<file path="src/rtl/cfg_xlate_pkg.sv">
package cfg_xlate_pkg;
  localparam int unsigned BUS_W  = 8;
  localparam int unsigned DEV_W  = 5;
  localparam int unsigned FUNC_W = 3;
  localparam int unsigned REG_W  = 6;

  typedef enum logic [1:0] {
    K_PASS = 2'd0,
    K_AREG = 2'd1,
    K_DOFF = 2'd2,
    K_CFG  = 2'd3
  } acc_kind_t;

  typedef enum logic [2:0] {
    ST_IDLE  = 3'd0,
    ST_CISS  = 3'd1,
    ST_CWAIT = 3'd2,
    ST_PISS  = 3'd3,
    ST_PWAIT = 3'd4,
    ST_DONE  = 3'd5
  } seq_st_t;

  typedef struct packed {
    logic              en;
    logic [BUS_W-1:0]  bus;
    logic [DEV_W-1:0]  dev;
    logic [FUNC_W-1:0] func;
    logic [REG_W-1:0]  regno;
  } cfg_sel_t;
endpackage

</file>
<file path="src/rtl/cfg_sel_reg.sv">
module cfg_sel_reg
  import cfg_xlate_pkg::*;
#(
  parameter int unsigned DW = 32
) (
  input  logic          clk,
  input  logic          rst_n,
  input  logic          wr_en,
  input  cfg_sel_t      wr_val,
  output cfg_sel_t      sel,
  output logic [DW-1:0] rdback
);
  cfg_sel_t sel_q;

  always_ff @(posedge clk) begin
    if (!rst_n)     sel_q <= '0;
    else if (wr_en) sel_q <= wr_val;
  end

  assign sel = sel_q;
  // Reserved and type bits always read back as zero.
  assign rdback = {sel_q.en, 7'b0, sel_q.bus, sel_q.dev, sel_q.func, sel_q.regno, 2'b00};
endmodule

</file>
<file path="src/rtl/cfg_port_decode.sv">
module cfg_port_decode
  import cfg_xlate_pkg::*;
#(
  parameter int unsigned    AW        = 16,
  parameter logic [AW-1:0]  ADDR_PORT = 16'h0CF8,
  parameter logic [AW-1:0]  DATA_PORT = 16'h0CFC
) (
  input  logic [AW-1:0] addr,
  input  logic [3:0]    be,
  input  logic          en,
  output acc_kind_t     kind
);
  logic hit_areg, hit_data;

  assign hit_areg = (addr == ADDR_PORT) && (be == 4'hF);
  assign hit_data = (addr[AW-1:2] == DATA_PORT[AW-1:2]);

  always_comb begin
    if (hit_areg)      kind = K_AREG;
    else if (hit_data) kind = en ? K_CFG : K_DOFF;
    else               kind = K_PASS;
  end
endmodule

</file>
<file path="src/rtl/cfg_cycle_build.sv">
module cfg_cycle_build
  import cfg_xlate_pkg::*;
#(
  parameter int unsigned NDEV = 32
) (
  input  logic [BUS_W-1:0]  bus,
  input  logic [DEV_W-1:0]  dev,
  input  logic [FUNC_W-1:0] func,
  input  logic [REG_W-1:0]  regno,
  input  logic [BUS_W-1:0]  local_bus,
  output logic              ctype,
  output logic [31:0]       caddr,
  output logic [NDEV-1:0]   idsel
);
  localparam int unsigned PAD0 = 32 - FUNC_W - REG_W - 2;

  assign ctype = (bus != local_bus);
  assign caddr = ctype ? {8'h00, bus, dev, func, regno, 2'b01}
                       : {{PAD0{1'b0}}, func, regno, 2'b00};

  for (genvar g = 0; g < NDEV; g++) begin : g_sel
    assign idsel[g] = !ctype && (dev == DEV_W'(g));
  end
endmodule

</file>
<file path="src/rtl/cfg_port_xlate.sv">
module cfg_port_xlate
  import cfg_xlate_pkg::*;
#(
  parameter int unsigned   AW        = 16,
  parameter int unsigned   NDEV      = 32,
  parameter logic [AW-1:0] ADDR_PORT = 16'h0CF8,
  parameter logic [AW-1:0] DATA_PORT = 16'h0CFC
) (
  input  logic             clk,
  input  logic             rst_n,
  input  logic [7:0]       local_bus,
  input  logic             h_valid,
  output logic             h_ready,
  input  logic             h_write,
  input  logic [AW-1:0]    h_addr,
  input  logic [3:0]       h_be,
  input  logic [31:0]      h_wdata,
  output logic             h_rvalid,
  output logic [31:0]      h_rdata,
  output logic             p_valid,
  input  logic             p_ready,
  output logic             p_write,
  output logic [AW-1:0]    p_addr,
  output logic [3:0]       p_be,
  output logic [31:0]      p_wdata,
  input  logic             p_done,
  input  logic [31:0]      p_rdata,
  output logic             c_valid,
  input  logic             c_ready,
  output logic             c_write,
  output logic             c_type,
  output logic [7:0]       c_bus,
  output logic [4:0]       c_dev,
  output logic [2:0]       c_func,
  output logic [5:0]       c_reg,
  output logic [3:0]       c_be,
  output logic [31:0]      c_wdata,
  output logic [31:0]      c_addr,
  output logic [NDEV-1:0]  c_idsel,
  input  logic             c_done,
  input  logic [31:0]      c_rdata
);
  localparam int unsigned DW = 32;

  seq_st_t   st_q;
  acc_kind_t kind_q, kind_now;
  logic [DW-1:0] rsp_q;
  cfg_sel_t  cur_sel, new_sel;
  logic [DW-1:0] sel_rd;
  logic      sel_wr;
  logic      cfg_en;

  assign new_sel = '{en:    h_wdata[31],
                     bus:   h_wdata[23:16],
                     dev:   h_wdata[15:11],
                     func:  h_wdata[10:8],
                     regno: h_wdata[7:2]};
  assign sel_wr  = (st_q == ST_DONE) && (kind_q == K_AREG) && h_write;
  assign cfg_en  = cur_sel.en;

  cfg_sel_reg #(.DW(DW)) u_sel (
    .clk(clk), .rst_n(rst_n), .wr_en(sel_wr), .wr_val(new_sel),
    .sel(cur_sel), .rdback(sel_rd)
  );

  cfg_port_decode #(.AW(AW), .ADDR_PORT(ADDR_PORT), .DATA_PORT(DATA_PORT)) u_dec (
    .addr(h_addr), .be(h_be), .en(cur_sel.en), .kind(kind_now)
  );

  cfg_cycle_build #(.NDEV(NDEV)) u_bld (
    .bus(cur_sel.bus), .dev(cur_sel.dev), .func(cur_sel.func), .regno(cur_sel.regno),
    .local_bus(local_bus), .ctype(c_type), .caddr(c_addr), .idsel(c_idsel)
  );

  // Access sequencer: one host access at a time, released in ST_DONE.
  always_ff @(posedge clk) begin
    if (!rst_n) begin
      st_q   <= ST_IDLE;
      kind_q <= K_PASS;
      rsp_q  <= '0;
    end else begin
      unique case (st_q)
        ST_IDLE: if (h_valid) begin
          kind_q <= kind_now;
          unique case (kind_now)
            K_AREG: begin rsp_q <= sel_rd; st_q <= ST_DONE; end
            K_DOFF: begin rsp_q <= '1;     st_q <= ST_DONE; end
            K_CFG:  st_q <= ST_CISS;
            default: st_q <= ST_PISS;
          endcase
        end
        ST_CISS:  if (c_ready) st_q <= ST_CWAIT;
        ST_CWAIT: if (c_done) begin rsp_q <= c_rdata; st_q <= ST_DONE; end
        ST_PISS:  if (p_ready) st_q <= ST_PWAIT;
        ST_PWAIT: if (p_done) begin rsp_q <= p_rdata; st_q <= ST_DONE; end
        ST_DONE:  st_q <= ST_IDLE;
        default:  st_q <= ST_IDLE;
      endcase
    end
  end

  assign h_ready  = (st_q == ST_DONE);
  assign h_rvalid = h_ready && !h_write;
  assign h_rdata  = h_rvalid ? rsp_q : '0;

  assign c_valid  = (st_q == ST_CISS);
  assign c_write  = h_write;
  assign c_be     = h_be;
  assign c_wdata  = h_wdata;
  assign c_bus    = cur_sel.bus;
  assign c_dev    = cur_sel.dev;
  assign c_func   = cur_sel.func;
  assign c_reg    = cur_sel.regno;

  assign p_valid  = (st_q == ST_PISS);
  assign p_write  = h_write;
  assign p_addr   = h_addr;
  assign p_be     = h_be;
  assign p_wdata  = h_wdata;
endmodule

</file>
<file path="config.mk">
export PLATFORM = sky130hd
export DESIGN_NAME = cfg_port_xlate
export DESIGN_NICKNAME = d
export VERILOG_FILES = /design/src/rtl/cfg_xlate_pkg.sv /design/src/rtl/cfg_sel_reg.sv /design/src/rtl/cfg_port_decode.sv /design/src/rtl/cfg_cycle_build.sv /design/src/rtl/cfg_port_xlate.sv
export SDC_FILE = /design/constraint.sdc
export NUM_CORES = 1
export LEC_CHECK = 0
export BUFFER_PORTS_ARGS = -buffer_cell sky130_fd_sc_hd__buf_4
export CAP_MARGIN = 40
export CORE_MARGIN = 4
export CORE_UTILIZATION = 34
export DETAILED_ROUTE_END_ITERATION = 7
export PLACE_DENSITY = 0.66
export RECOVER_POWER = 100
export SLEW_MARGIN = 20
export SYNTH_ARGS = -nofsm -noshare
export SYNTH_HDL_FRONTEND = slang
export SYNTH_HIERARCHICAL = 1
export SYNTH_SLANG_ARGS = --single-unit
</file>
<file path="constraint.sdc">
create_clock -name clk -period 8.6 [get_ports clk]
set_clock_uncertainty 0.2 [all_clocks]
set_input_delay 2.58 -clock clk [delete_from_list [all_inputs] [get_ports clk]]
set_output_delay 2.58 -clock clk [all_outputs]
set_load 0.02 [all_outputs]
</file>
Yosys cells after proc, flatten, opt, wreduce, memory -nomap -nowiden --
Cells that the tools add are included.
Word-level totals: flip-flop bits (word level) 60, output and inout port bits 213, input bits 132, word-level logic and storage cells 120
Cells by class: mux-type cells 17, reduce and logical (&&, ||, !) cells 45, equality and inequality tests 50
Operator list (count):
- 2-to-1 mux 32 bit | 4
- case mux 32 bit (3 select lines) | 1
- == test 5 bit, second input constant | 16
- case mux 32 bit (2 select lines) | 1
- == test 5 x 4 -> 1 bit, second input constant | 8
- logical AND 1 bit | 36
- 2-to-1 mux 24 bit | 1
- == test 5 x 3 -> 1 bit, second input constant | 4
- == test 16 x 12 -> 1 bit, second input constant | 1
- 2-to-1 mux 3 bit | 5
- case mux 3 bit (5 select lines) | 1
- == test 14 x 10 -> 1 bit, second input constant | 1
- == test 5 x 2 -> 1 bit, second input constant | 2
- AND reduction 5 bit | 2
- inequality test 8 bit | 1
- == test 3 x 2 -> 1 bit, second input constant | 2
- == test 3 bit, second input constant | 2
- inequality test 2 bit, second input constant | 3
- case mux 3 bit (2 select lines) | 1
- == test 5 x 1 -> 1 bit, second input constant | 1
- logical NOT 5 bit | 1
- == test 2 x 1 -> 1 bit, second input constant | 2
- == test 2 bit, second input constant | 2
- == test 4 bit, second input constant | 1
- other kinds (10) | 13

Longest topological paths before layout --
depth in word-level cells 8, depth in mapped cells 11, depth with buffers taken out 9

By module --
The synthesis kept the hierarchy.
By module, submodules not included:
- cfg_port_xlate | instances 1, sequential area each 740.7 sq um, cells an instance 438, area an instance 3489.6 sq um
- cfg_sel_reg | instances 1, sequential area each 460.4 sq um, cells an instance 107, area an instance 1137.3 sq um
- cfg_cycle_build | instances 1, sequential area each 0.0 sq um, cells an instance 131, area an instance 987.2 sq um
- cfg_port_decode | instances 1, sequential area each 0.0 sq um, cells an instance 9, area an instance 63.8 sq um

Worst setup path before layout --
OpenSTA, ideal clock, no wires.
path kind in2out, start input port local_bus[0], end output port c_addr[0], buffers on the path 1, arrival 3588 ps, cell stages on the path 4, required time 5820 ps, slack 2232 ps, cells stage by stage xnor2_1 nand4_4 or2_2 buf_4
On the way: cells in the longest elaborated chain, start to end 2
Ends and longest elaborated chain:
- start, declared | line cfg_port_xlate.sv:11 | input logic [7:0] local_bus,
- inequality test 8 bit | line cfg_cycle_build.sv:17 | assign ctype = (bus != local_bus);
- named net c_type | line cfg_port_xlate.sv:31 | output logic c_type,
- 2-to-1 mux 24 bit | line cfg_cycle_build.sv:18 | assign caddr = ctype ? {8'h00, bus, dev, func, regno, 2'b01}
- end, declared | line cfg_port_xlate.sv:38 | output logic [31:0] c_addr,
The timed path passes the listed nets, and every way through them passes these cells.

Worst setup path in the final report --
start input port local_bus[5], end output port c_addr[0]
On the way: cells in the longest elaborated chain, start to end 2
Ends and longest elaborated chain (line):
- inequality test 8 bit | cfg_cycle_build.sv:17
- 2-to-1 mux 24 bit | cfg_cycle_build.sv:18
No other way between the ends.

==> results.toml <==
[clock_tree]
cts_sinks = 60
postCtsHoldBufs = 0
cts_resized = 0
cts_tree = "yes"
clkTransAtPathRegs_ps = 50
root_buffer = "clkbuf_16"
cts_htree_levels = 3
cts_setup_buffers = 0
insertion_delay_ps = 340
cts_buffers = 9
cts_max_path_buffers = 2

[global_route]
grt_max_degree = 72
track_usage = 0.200
grt_pass1_vias = 5191
grt_overflow = 0
antenna_found_initial = 0
grt_pass1_wl_um = 29100

[placed_design]
dp_hpwl_um = 14500
port_buffers = 308
gp_congestion = 0.827

[synthesis]
async_reset_ff_frac = 0
yosys_warnings = 6
synth.area.top_cells = "dfxtp_1 (21%), buf_4 (19%), a32o_1 (5.8%), nor3_2 (5.6%), o32ai_1 (5.1%)"
yosysUniqueCellTypes = 44
synth_seq_area_share = 0.212
synth_seq_cells = 60
synthCells = 685
yosysMostFrequentCell = "buf_4"
netlist_area_um2 = 5680
synth-edff-count = 0
yosys.area.top_type = "dfxtp_1"
yosysTopAreaCellShare = 0.212
yosys_most_used_dff = "dfxtp_1"
synth.top_cells.by_count = "buf_4 (143), dfxtp_1 (60), nor2_1 (38)"
avgSynthCellArea_um2 = 8.29

[finish]
fill_cells = 1771
synthToLayoutAreaGrowth_pct = 16.6
layout-drive-gt1-share = 0.261
diodes = 0
postLayoutCoreUtil = 0.411
nets = 965

[detailed_routing]
met1_length_um = 7770
drc = 0
ant_nets = 0
drtPass1Iterations = 5
dr.max_layer_used = "met4"
wl_met2_um = 9950
routed_wl_um = 19900
route.met3.wl_um = 1880
vias = 5408
wl_per_cell_um = 18.9
drt-initial-drc-count = 226
vias_per_cell = 5.15

[floorplan]
rows = 46
chipWidth_um = 137
core_area_um2 = 16100
die_y_um = 137
start_util = 0.352
dieArea_um2 = 18800
io_pins = 345

[sta]
hold_violations = 0
rsz0062_at_grt = "false"
relSlewSlack = -0.359
fmax_mhz = 141
min_period_over_period = 0.826
setup_viol = 0
finalSetupTns_ps = 0
drv_slew = 24
worst_pin_slew_ps = 2040
hold_slack_ps = 255
period_minus_slack_ps = 7100

[setup_path]
crit_start = "local_bus[5]"
critPathCaptureType = "primary output"
worstPathMaxFanout = 46
crit_required_ps = 5820
arrival_ps = 4320
r2r_start = "st_q[0]"
setup.worst_path.class = "in2out"
cp-start-kind = "input pin"

[status]
status = "complete, but fails checks"
violations = "capacitance limit, slew limit"

[pwr]
power.density_nw_per_um2 = 186
pwr-share-comb = 0.440
swShare = 0.373
power_frac_seq = 0.264
switchingPower_uw = 461
clkPwrFrac = 0.296
ir_drop_mv = 0.0984
p_leak_nw = 2.52
internal-power_uw = 774

[worst_hold_path]
hold_path_class = "reg2reg"
hold_start = "rsp_q[30]"

[run]
maxCapViolations = 1
[cell type report]
class | count | area [um2] | share of cell area
multi-input cells | 435 | 2920 | 0.441
repair buffers | 320 | 1920 | 0.289
flip-flops and latches | 60 | 1200 | 0.182
well taps | 216 | 270 | 0.0408
clock buffers | 11 | 243 | 0.0367
clock inverters | 4 | 50.0 | 0.00756
inverters | 5 | 18.8 | 0.00283
[flip-flops by register name, summed over array words and instances (netlist names)]
signal and cells:
rsp_q 32, u_sel/rdback 23, st_q 3, kind_q 2
[cell families after synthesis]
kind of cell             after synthesis  synth area share
AND/OR/NAND/NOR                      229             0.250
buffers and inverters                206             0.257
AO/OA/AOI/OAI                        151             0.215
flip-flops                            60             0.212
multiplexers                          27            0.0478
XOR/XNOR                               8            0.0123
adder cells (fa/ha/maj)                2           0.00441
other                                  2           0.00132
[power by group through the flow]
stage | Combinational (mW) | Sequential, mW | Clock [mW]
3_5_place_dp | 0.571 | 0.331 | 0
5_1_grt | 0.600 | 0.330 | 0.386
6_report | 0.544 | 0.326 | 0.365
3_3_place_gp | 0.557 | 0.330 | 0
4_1_cts | 0.574 | 0.326 | 0.373
2_1_floorplan | 0.450 | 0.328 | 0
[critical path, cell delays in order]
cell      delay, ps
buf_4           120
xnor2_1         270
nand4_4         110
clkbuf_2        520
or2_2           530
clkbuf_1        190
[final timing paths]
path | end | slack, ps | cells after the start
worst max-delay path | c_addr[0] | 1500 | 6
worst min-delay path | rsp_q[30] | 250 | 1
worst max register to register | u_sel/rdback[2] | 4700 | 7
worst min register to register | rsp_q[30] | 250 | 1
[placed cells by master (no fill, tap or decap), drive strengths merged, types with 8 or more instances in the layout]
| cell type | netlist | final |
|---|---|---|
| a32o | 33 | 33 |
| and2 | 34 | 34 |
| buf | 180 | 188 |
| clkbuf | 21 | 143 |
| conb | 2 | 18 |
| dfxtp | 60 | 60 |
| mux2i | 26 | 26 |
| nand2 | 35 | 35 |
| nand2b | 35 | 35 |
| nor2 | 39 | 39 |
| nor2b | 26 | 26 |
| nor3 | 37 | 37 |
| o21a | 13 | 13 |
| o21ai | 32 | 32 |
| o31a | 32 | 32 |
| o32ai | 33 | 33 |
| xnor2 | 8 | 8 |
[stage by stage]
| stage | area (um2) | cells | total power [mW] | setup WS [ps] |
|---|---|---|---|---|
| 6_report | 6620 | 1051 | 1.23 | 1500 |
| 5_1_grt | 6620 | 1051 | 1.32 | 1380 |
| 4_1_cts | 7300 | 1051 | 1.27 | 1830 |
| 3_5_place_dp | 7010 | 1036 | 0.902 | 1840 |
| 3_3_place_gp | 6980 | 1035 | 0.887 | 1840 |
| 2_1_floorplan | 5740 | 701 | 0.778 | 2230 |
[metal layers]
metal,global-route usage,vias up
li1,-,2568
met1,0.241,2533
met2,0.354,286
met3,0.0482,21
met4,0.0527,0
met5,0,-
No activity file was read; power rests on OpenSTA's default activity.
